**config.mk**
```make
export PLATFORM = sky130hd
export DESIGN_NAME = vc_mult
export DESIGN_NICKNAME = d
export VERILOG_FILES = /design/src/rtl/vc_pkg.sv /design/src/rtl/vc_adder.sv /design/src/rtl/vc_cell2.sv /design/src/rtl/vc_node.sv /design/src/rtl/vc_mult.sv
export SDC_FILE = /design/constraint.sdc
export NUM_CORES = 1
export LEC_CHECK = 0
export BUFFER_PORTS_ARGS = -buffer_cell sky130_fd_sc_hd__buf_2
export CAP_MARGIN = 5
export CORE_MARGIN = 8
export CORE_UTILIZATION = 55
export DETAILED_ROUTE_END_ITERATION = 8
export GPL_TIMING_DRIVEN = 0
export PLACE_DENSITY = 0.72
export RECOVER_POWER = 50
export SETUP_SLACK_MARGIN = 0.5
export SYNTH_ARGS = -nofsm -noshare
export SYNTH_HDL_FRONTEND = slang
export SYNTH_HIERARCHICAL = 1
export SYNTH_SLANG_ARGS = --single-unit
```
**constraint.sdc**
```tcl
create_clock -name vclk -period 24.4
set_clock_uncertainty 0.2 [all_clocks]
set_input_delay 4.88 -clock vclk [all_inputs]
set_output_delay 4.88 -clock vclk [all_outputs]
set_load 0.005 [all_outputs]
```
**src/rtl/vc_pkg.sv**
```systemverilog
package vc_pkg;
  typedef enum logic [1:0] {
    ADD_RIPPLE    = 2'd0,
    ADD_SKIP      = 2'd1,
    ADD_LOOKAHEAD = 2'd2
  } adder_kind_e;

  localparam int GROUP_BITS = 4;
endpackage

```
**src/rtl/vc_adder.sv**
```systemverilog
module vc_adder
  import vc_pkg::*;
#(
  parameter int          W    = 8,
  parameter adder_kind_e KIND = ADD_LOOKAHEAD
) (
  input  logic [W-1:0] a,
  input  logic [W-1:0] b,
  input  logic         cin,
  output logic [W-1:0] sum,
  output logic         cout
);
  localparam int GRP = GROUP_BITS;

  generate
    if (KIND == ADD_RIPPLE) begin : g_ripple
      always_comb begin
        logic c;
        c = cin;
        for (int i = 0; i < W; i++) begin
          sum[i] = a[i] ^ b[i] ^ c;
          c      = (a[i] & b[i]) | (c & (a[i] ^ b[i]));
        end
        cout = c;
      end
    end else if (KIND == ADD_SKIP) begin : g_skip
      // 4-bit blocks ripple inside; an all-propagate block forwards its carry-in
      always_comb begin
        logic c;
        logic blk_cin;
        logic blk_prop;
        c        = cin;
        blk_cin  = cin;
        blk_prop = 1'b1;
        for (int i = 0; i < W; i++) begin
          if (i % GRP == 0) begin
            blk_cin  = c;
            blk_prop = 1'b1;
          end
          sum[i]   = a[i] ^ b[i] ^ c;
          blk_prop = blk_prop & (a[i] ^ b[i]);
          c        = (a[i] & b[i]) | (c & (a[i] ^ b[i]));
          if ((i % GRP == GRP - 1) || (i == W - 1))
            c = blk_prop ? blk_cin : c;
        end
        cout = c;
      end
    end else begin : g_lookahead
      // flat sum-of-products carries inside each 4-bit group, rippled between groups
      always_comb begin
        logic gc;
        logic ck;
        logic term;
        int   len;
        gc  = cin;
        sum = '0;
        for (int base = 0; base < W; base += GRP) begin
          len = ((W - base) < GRP) ? (W - base) : GRP;
          for (int k = 0; k <= GRP; k++) begin
            if (k <= len) begin
              ck = 1'b0;
              for (int j = -1; j < k; j++) begin
                term = (j < 0) ? gc : (a[base+j] & b[base+j]);
                for (int m = j + 1; m < k; m++)
                  term = term & (a[base+m] ^ b[base+m]);
                ck = ck | term;
              end
              if (k < len) sum[base+k] = a[base+k] ^ b[base+k] ^ ck;
              else         gc = ck;
            end
          end
        end
        cout = gc;
      end
    end
  endgenerate

  always_comb begin
    assert_adder_exact_R4 : assert ({cout, sum} ==
      ({1'b0, a} + {1'b0, b} + {{W{1'b0}}, cin}))
      else $error("adder result differs from a+b+cin");
  end
endmodule

```
**src/rtl/vc_cell2.sv**
```systemverilog
module vc_cell2 (
  input  logic [1:0] a,
  input  logic [1:0] b,
  output logic [3:0] p
);
  logic x_term, y_term, hi_term, carry;

  always_comb begin
    x_term  = a[1] & b[0];
    y_term  = a[0] & b[1];
    hi_term = a[1] & b[1];
    carry   = x_term & y_term;
    p[0]    = a[0] & b[0];
    p[1]    = x_term ^ y_term;
    p[2]    = hi_term ^ carry;
    p[3]    = hi_term & carry;
  end

  always_comb begin
    assert_cell_product_R2 : assert (p == ({2'b00, a} * {2'b00, b}))
      else $error("2x2 cell product wrong");
  end
endmodule

```
**src/rtl/vc_node.sv**
```systemverilog
module vc_node
  import vc_pkg::*;
#(
  parameter int          N    = 16,
  parameter adder_kind_e KIND = ADD_LOOKAHEAD
) (
  input  logic [N-1:0]   a,
  input  logic [N-1:0]   b,
  output logic [2*N-1:0] p
);
  generate
    if (N == 2) begin : g_leaf
      vc_cell2 u_cell (.a(a), .b(b), .p(p));
    end else begin : g_split
      localparam int H = N / 2;

      logic [N-1:0] ll, lh, hl, hh;
      logic [N-1:0] cross_sum;
      logic         cross_c;
      logic [N:0]   mid;
      logic         mid_c;
      logic         top_c;

      vc_node #(.N(H), .KIND(KIND)) u_ll (.a(a[H-1:0]), .b(b[H-1:0]), .p(ll));
      vc_node #(.N(H), .KIND(KIND)) u_lh (.a(a[H-1:0]), .b(b[N-1:H]), .p(lh));
      vc_node #(.N(H), .KIND(KIND)) u_hl (.a(a[N-1:H]), .b(b[H-1:0]), .p(hl));
      vc_node #(.N(H), .KIND(KIND)) u_hh (.a(a[N-1:H]), .b(b[N-1:H]), .p(hh));

      vc_adder #(.W(N), .KIND(KIND)) u_cross (
        .a(lh), .b(hl), .cin(1'b0), .sum(cross_sum), .cout(cross_c)
      );

      vc_adder #(.W(N+1), .KIND(KIND)) u_mid (
        .a({cross_c, cross_sum}), .b({{(H+1){1'b0}}, ll[N-1:H]}),
        .cin(1'b0), .sum(mid), .cout(mid_c)
      );

      vc_adder #(.W(N), .KIND(KIND)) u_top (
        .a(hh), .b({{(H-1){1'b0}}, mid[N:H]}),
        .cin(1'b0), .sum(p[2*N-1:N]), .cout(top_c)
      );

      assign p[N-1:0] = {mid[H-1:0], ll[H-1:0]};

      always_comb begin
        assert_no_overflow_R10 : assert (!mid_c && !top_c)
          else $error("merge carried out of its field");
        if ((a == '0) || (b == '0))
          assert_zero_operand_R8 : assert (p == '0)
            else $error("zero operand gave nonzero product");
        if (b == N'(1))
          assert_unit_operand_R9 : assert (p == {{N{1'b0}}, a})
            else $error("multiply by one changed operand");
      end
    end
  endgenerate
endmodule

```
**src/rtl/vc_mult.sv**
```systemverilog
module vc_mult
  import vc_pkg::*;
#(
  parameter int          WIDTH = 16,
  parameter adder_kind_e KIND  = ADD_LOOKAHEAD
) (
  input  logic [WIDTH-1:0]   op_a,
  input  logic [WIDTH-1:0]   op_b,
  output logic [2*WIDTH-1:0] prod
);
  localparam int PW = 2 * WIDTH;

  logic [PW-1:0] tree_p;

  vc_node #(.N(WIDTH), .KIND(KIND)) u_tree (
    .a(op_a), .b(op_b), .p(tree_p)
  );

  assign prod = tree_p;

  always_comb begin
    if ((op_a == '1) && (op_b == '1))
      assert_all_ones_R10 : assert (prod == {{(WIDTH-1){1'b1}}, 1'b0, {(WIDTH-1){1'b0}}, 1'b1})
        else $error("all-ones product wrong");
  end
endmodule

```
Word-level counts from Yosys, hierarchy flattened
Cells that the tools add are included. W data, S select, Z words.

Bitwise gates (word level): 2142.

Operators with widths (number): $and A1 B1 Y1 (1087); $xor A1 B1 Y1 (667); $or A1 B1 Y1 (388).

Logic and storage cells: 2142. Output and inout bits: 32. Bits of input ports: 32. Register bits after elaboration: 0.

Depth between registers and ports, before layout
Depth in word-level cells: 68. Gate-level depth with buffers: 54.

Cells and area by module
The synthesis kept the hierarchy.

By module, submodules not included: vc_adder (u_tree.g_split.u_hh.g_split.u_hh.g_split.u_cross ...) (sequential area each 0.0 sq um, times used 32, cells each 19, area each 166.4 sq um); vc_cell2 (sequential area each 0.0 sq um, times used 64, cells each 6, area each 50.0 sq um); vc_adder (u_tree.g_split.u_hh.g_split.u_hh.g_split.u_mid ...) (sequential area each 0.0 sq um, times used 16, cells each 24, area each 193.9 sq um); vc_adder (u_tree.g_split.u_hh.g_split.u_cross ...) (sequential area each 0.0 sq um, times used 8, cells each 34, area each 302.8 sq um); vc_adder (u_tree.g_split.u_hh.g_split.u_mid ...) (sequential area each 0.0 sq um, times used 4, cells each 39, area each 335.3 sq um); vc_adder (u_tree.g_split.u_mid) (sequential area each 0.0 sq um, times used 1, cells each 69, area each 623.1 sq um); vc_adder (u_tree.g_split.u_top) (sequential area each 0.0 sq um, times used 1, cells each 64, area each 590.6 sq um); vc_adder (u_tree.g_split.u_cross) (sequential area each 0.0 sq um, times used 1, cells each 60, area each 575.6 sq um); vc_node (u_tree ...) (sequential area each 0.0 sq um, times used 21, cells each 1, area each 3.8 sq um).

Worst setup path after synthesis
Ideal clock, no wire load.

Path kind: input to output. Start point: in op_b[3]. End point: out prod[30]. Cell stages on the path: 49. Slack: 5.074 ns. Data required time: 19.320 ns. Arrival: 14.246 ns. Buffers on the path: 0. Cell sequence: and2_1 ha_1 ha_1 ha_1 xnor2_1 ha_1 a21oi_1 nand2_1 a21oi_1 fa_1 inv_1 ha_1 xnor2_1 ha_1 a21oi_1 nand2_1 a21o_1 ha_1 [13 not listed] ha_1 o211ai_1 nand2_1 a21o_1 fa_1 ha_1 ha_1 o211ai_1 nand2_1 a21o_1 ha_1 o211ai_1 nand2_1 a21o_1 ha_1 o21a_1 nor2_1 xnor2_1.

RTL lines: from (decl) (line vc_mult.sv:8) `input logic [WIDTH-1:0] op_b,`; $and A1 B1 Y1 (line vc_cell2.sv:10) `y_term = a[0] & b[1];`; $and A1 B1 Y1 (line vc_cell2.sv:12) `carry = x_term & y_term;`; $xor A1 B1 Y1 * (line vc_cell2.sv:15) `p[2] = hi_term ^ carry;`; via u_tree.g_split.u_ll.g_split.u_ll.g_split.lh[2] (line vc_node.sv:17) `logic [N-1:0] ll, lh, hl, hh;`; $xor A1 B1 Y1 * (2 in series) (line vc_adder.sv:68) `if (k < len) sum[base+k] = a[base+k] ^ b[base+k] ^ ck;`; via u_tree.g_split.u_ll.g_split.u_ll.g_split.cross_sum[2] (line vc_node.sv:18) `logic [N-1:0] cross_sum;`; $and A1 B1 Y1 (2 in series) (line vc_adder.sv:65) `term = term & (a[base+m] ^ b[base+m]);`; $or A1 B1 Y1 * (line vc_adder.sv:66) `ck = ck | term;`; [1 not listed]; via u_tree.g_split.u_ll.g_split.u_ll.g_split.mid[4] (line vc_node.sv:20) `logic [N:0] mid;`; [2 not listed]; via u_tree.g_split.u_ll.g_split.ll[6] (line vc_node.sv:17); [9 not listed]; via u_tree.g_split.u_ll.g_split.mid[6] (line vc_node.sv:20); [7 not listed]; via u_tree.g_split.ll[12] (line vc_node.sv:17); [14 not listed]; via u_tree.g_split.mid[12] (line vc_node.sv:20); $xor A1 B1 Y1 (line vc_adder.sv:65); $and A1 B1 Y1 (4 in series) (line vc_adder.sv:65); $or A1 B1 Y1 * (4 in series) (line vc_adder.sv:66); $and A1 B1 Y1 * (4 in series) (line vc_adder.sv:65); $or A1 B1 Y1 * (line vc_adder.sv:66); $and A1 B1 Y1 * (2 in series); $xor A1 B1 Y1 * (line vc_adder.sv:68); to (decl) (line vc_mult.sv:9) `output logic [2*WIDTH-1:0] prod`.

The timed path passes the listed nets; every way through them passes the cells marked *.

Worst setup path after layout
Start point: in op_b[0]. End point: out prod[30].

RTL lines: $and A1 B1 Y1 * (line vc_cell2.sv:9) `x_term = a[1] & b[0];`; $xor A1 B1 Y1 * (line vc_cell2.sv:14) `p[1] = x_term ^ y_term;`; via u_tree.g_split.u_ll.g_split.u_ll.g_split.hl[1] (line vc_node.sv:17); $xor A1 B1 Y1 (line vc_adder.sv:65); $and A1 B1 Y1 (line vc_adder.sv:65); $or A1 B1 Y1 * (line vc_adder.sv:66); $xor A1 B1 Y1 * (line vc_adder.sv:68); via u_tree.g_split.u_ll.g_split.u_ll.g_split.cross_sum[2] (line vc_node.sv:18); [4 not listed]; via u_tree.g_split.u_ll.g_split.u_ll.g_split.mid[4] (line vc_node.sv:20); [2 not listed]; via u_tree.g_split.u_ll.g_split.ll[6] (line vc_node.sv:17); [9 not listed]; via u_tree.g_split.u_ll.g_split.mid[6] (line vc_node.sv:20); [7 not listed]; via u_tree.g_split.ll[12] (line vc_node.sv:17); [9 not listed]; $and A1 B1 Y1 * (8 in series) (line vc_adder.sv:65); $xor A1 B1 Y1 * (line vc_adder.sv:68); via u_tree.g_split.mid[16] (line vc_node.sv:20); $xor A1 B1 Y1 (line vc_adder.sv:65); $and A1 B1 Y1 (4 in series) (line vc_adder.sv:65); $or A1 B1 Y1 * (line vc_adder.sv:66); $and A1 B1 Y1 * (2 in series); $xor A1 B1 Y1 * (line vc_adder.sv:68).

Marked as above.

==> flow_summary.yaml <==
run_status:
  outcome: "complete, no violations"
final_layout:
  layout_common_cells: "ha_1, inv_1, and2_1, conb_1, xnor2_1"
  nFlopsAndLatches: 0
  area_growth_pct: 9.66
  seqCellArea_sq_um: 0
  fill_cells: 2761
  drive_above_1_share: 0.0570
  layout_commonest_cell: "ha_1"
  clock_buffers: 0
  final_nets: 2951
place:
  portBuffers: 64
  dp_hpwl_um: 28900
  place_congestion: 0.822
critical_path:
  cp_common_cell: "ha_1"
  critPathLaunchType: "primary input"
  cp_max_fo: 16
  cp_data_arrival_time_ps: 15980
  cp_slowest_stage_delay_ps: 690
  required_ps: 19320
  critical_path_class: "in -> out"
  cp_slowest_cell: "clkbuf_1"
  worst_setup_path_end_kind: "output port"
sta:
  hold_viol_final: 0
  drv_slew: 0
  setup_viol_count_final: 0
  tightestPinTransition_ps: 959
  max_freq_mhz: 47.5
  slew_headroom: 0.360
  rsz0062_at_grt: "no"
  layout_min_cycle_time_ps: 21060
  finalSetupTns_ps: 0
  post-route-period-util: 0.863
logic_synthesis:
  synth.cell_area_sq_um: 17000
  yosys_warnings: 6
  syn_avg_cell_area_sq_um: 8.62
  syn_inst: 1976
global_routing:
  grt_pass1_wl_um: 59500
  grt_pass1_vias: 13593
  grt_max_degree: 17
  grt.overflow.total: 0
  grt_usage: 0.190
  antenna_found_initial: 0
detailed_routing:
  drt_pass1_iterations: 5
  wl_um: 34100
  num_vias: 13123
  post-route-drc-count: 0
  wl_per_cell_um: 12.8
  drt-initial-drc-count: 252
  avgViaCountPerCell: 4.93
  ant_nets: 0
cts:
  postCtsSetupBuffers: 0
  cts.hold.buffers_added: 0
  postCtsResizedCells: 0
floorplanning:
  start_util: 0.558
  fp.dieW_um: 192
  coreArea_sq_um: 30500
  io_pins: 64
  rows: 64
  die_y_um: 192
  die-area_sq_um: 36800
run:
  cap_violations: 0
worst_hold_path:
  hp-class: "in -> out"
-- critical path, delay by kind of cell --
family	cells	cell delay (ps)
simple gates	11	1250
compound gates	17	3280
fa+ha+maj	17	5040
xor+xnor	4	520
buf+inv	4	1010
-- layer usage --
layer	GRT usage	share of wire
met1	0.225	0.45
met2	0.378	0.52
met3	0.00599	0.013
met4	0.0287	0.014
met5	0	0
-- per-stage QoR --
stage               cells  hold WS [ps]  area (sq um)  worst slack, ps   util
detailed placement   2660         10100         18700             3790  0.612
global route         2660         10130         18700             2560  0.612
CTS                  2660         10090         18700             3740  0.612
global placement     2660         10080         18700             3960  0.612
finish               2663         10080         18700             3340  0.612
floorplan            2200          9670         17900             5070      -
-- path summary, 6_finish.rpt --
path,startpoint,end,slack (ps),cells after the start
min,op_a[0],prod[0],10080,3
max,op_b[0],prod[30],3340,53
-- area by class of cell --
class / instances / area, sq um / area share
Inverter: 311 / 1170 / 0.0625
Multi-Input combinational cell: 1889 / 16700 / 0.894
Antenna cell: 3 / 7.51 / 0.000402
Tap cell: 396 / 495 / 0.0265
Timing Repair Buffer: 64 / 302 / 0.0161
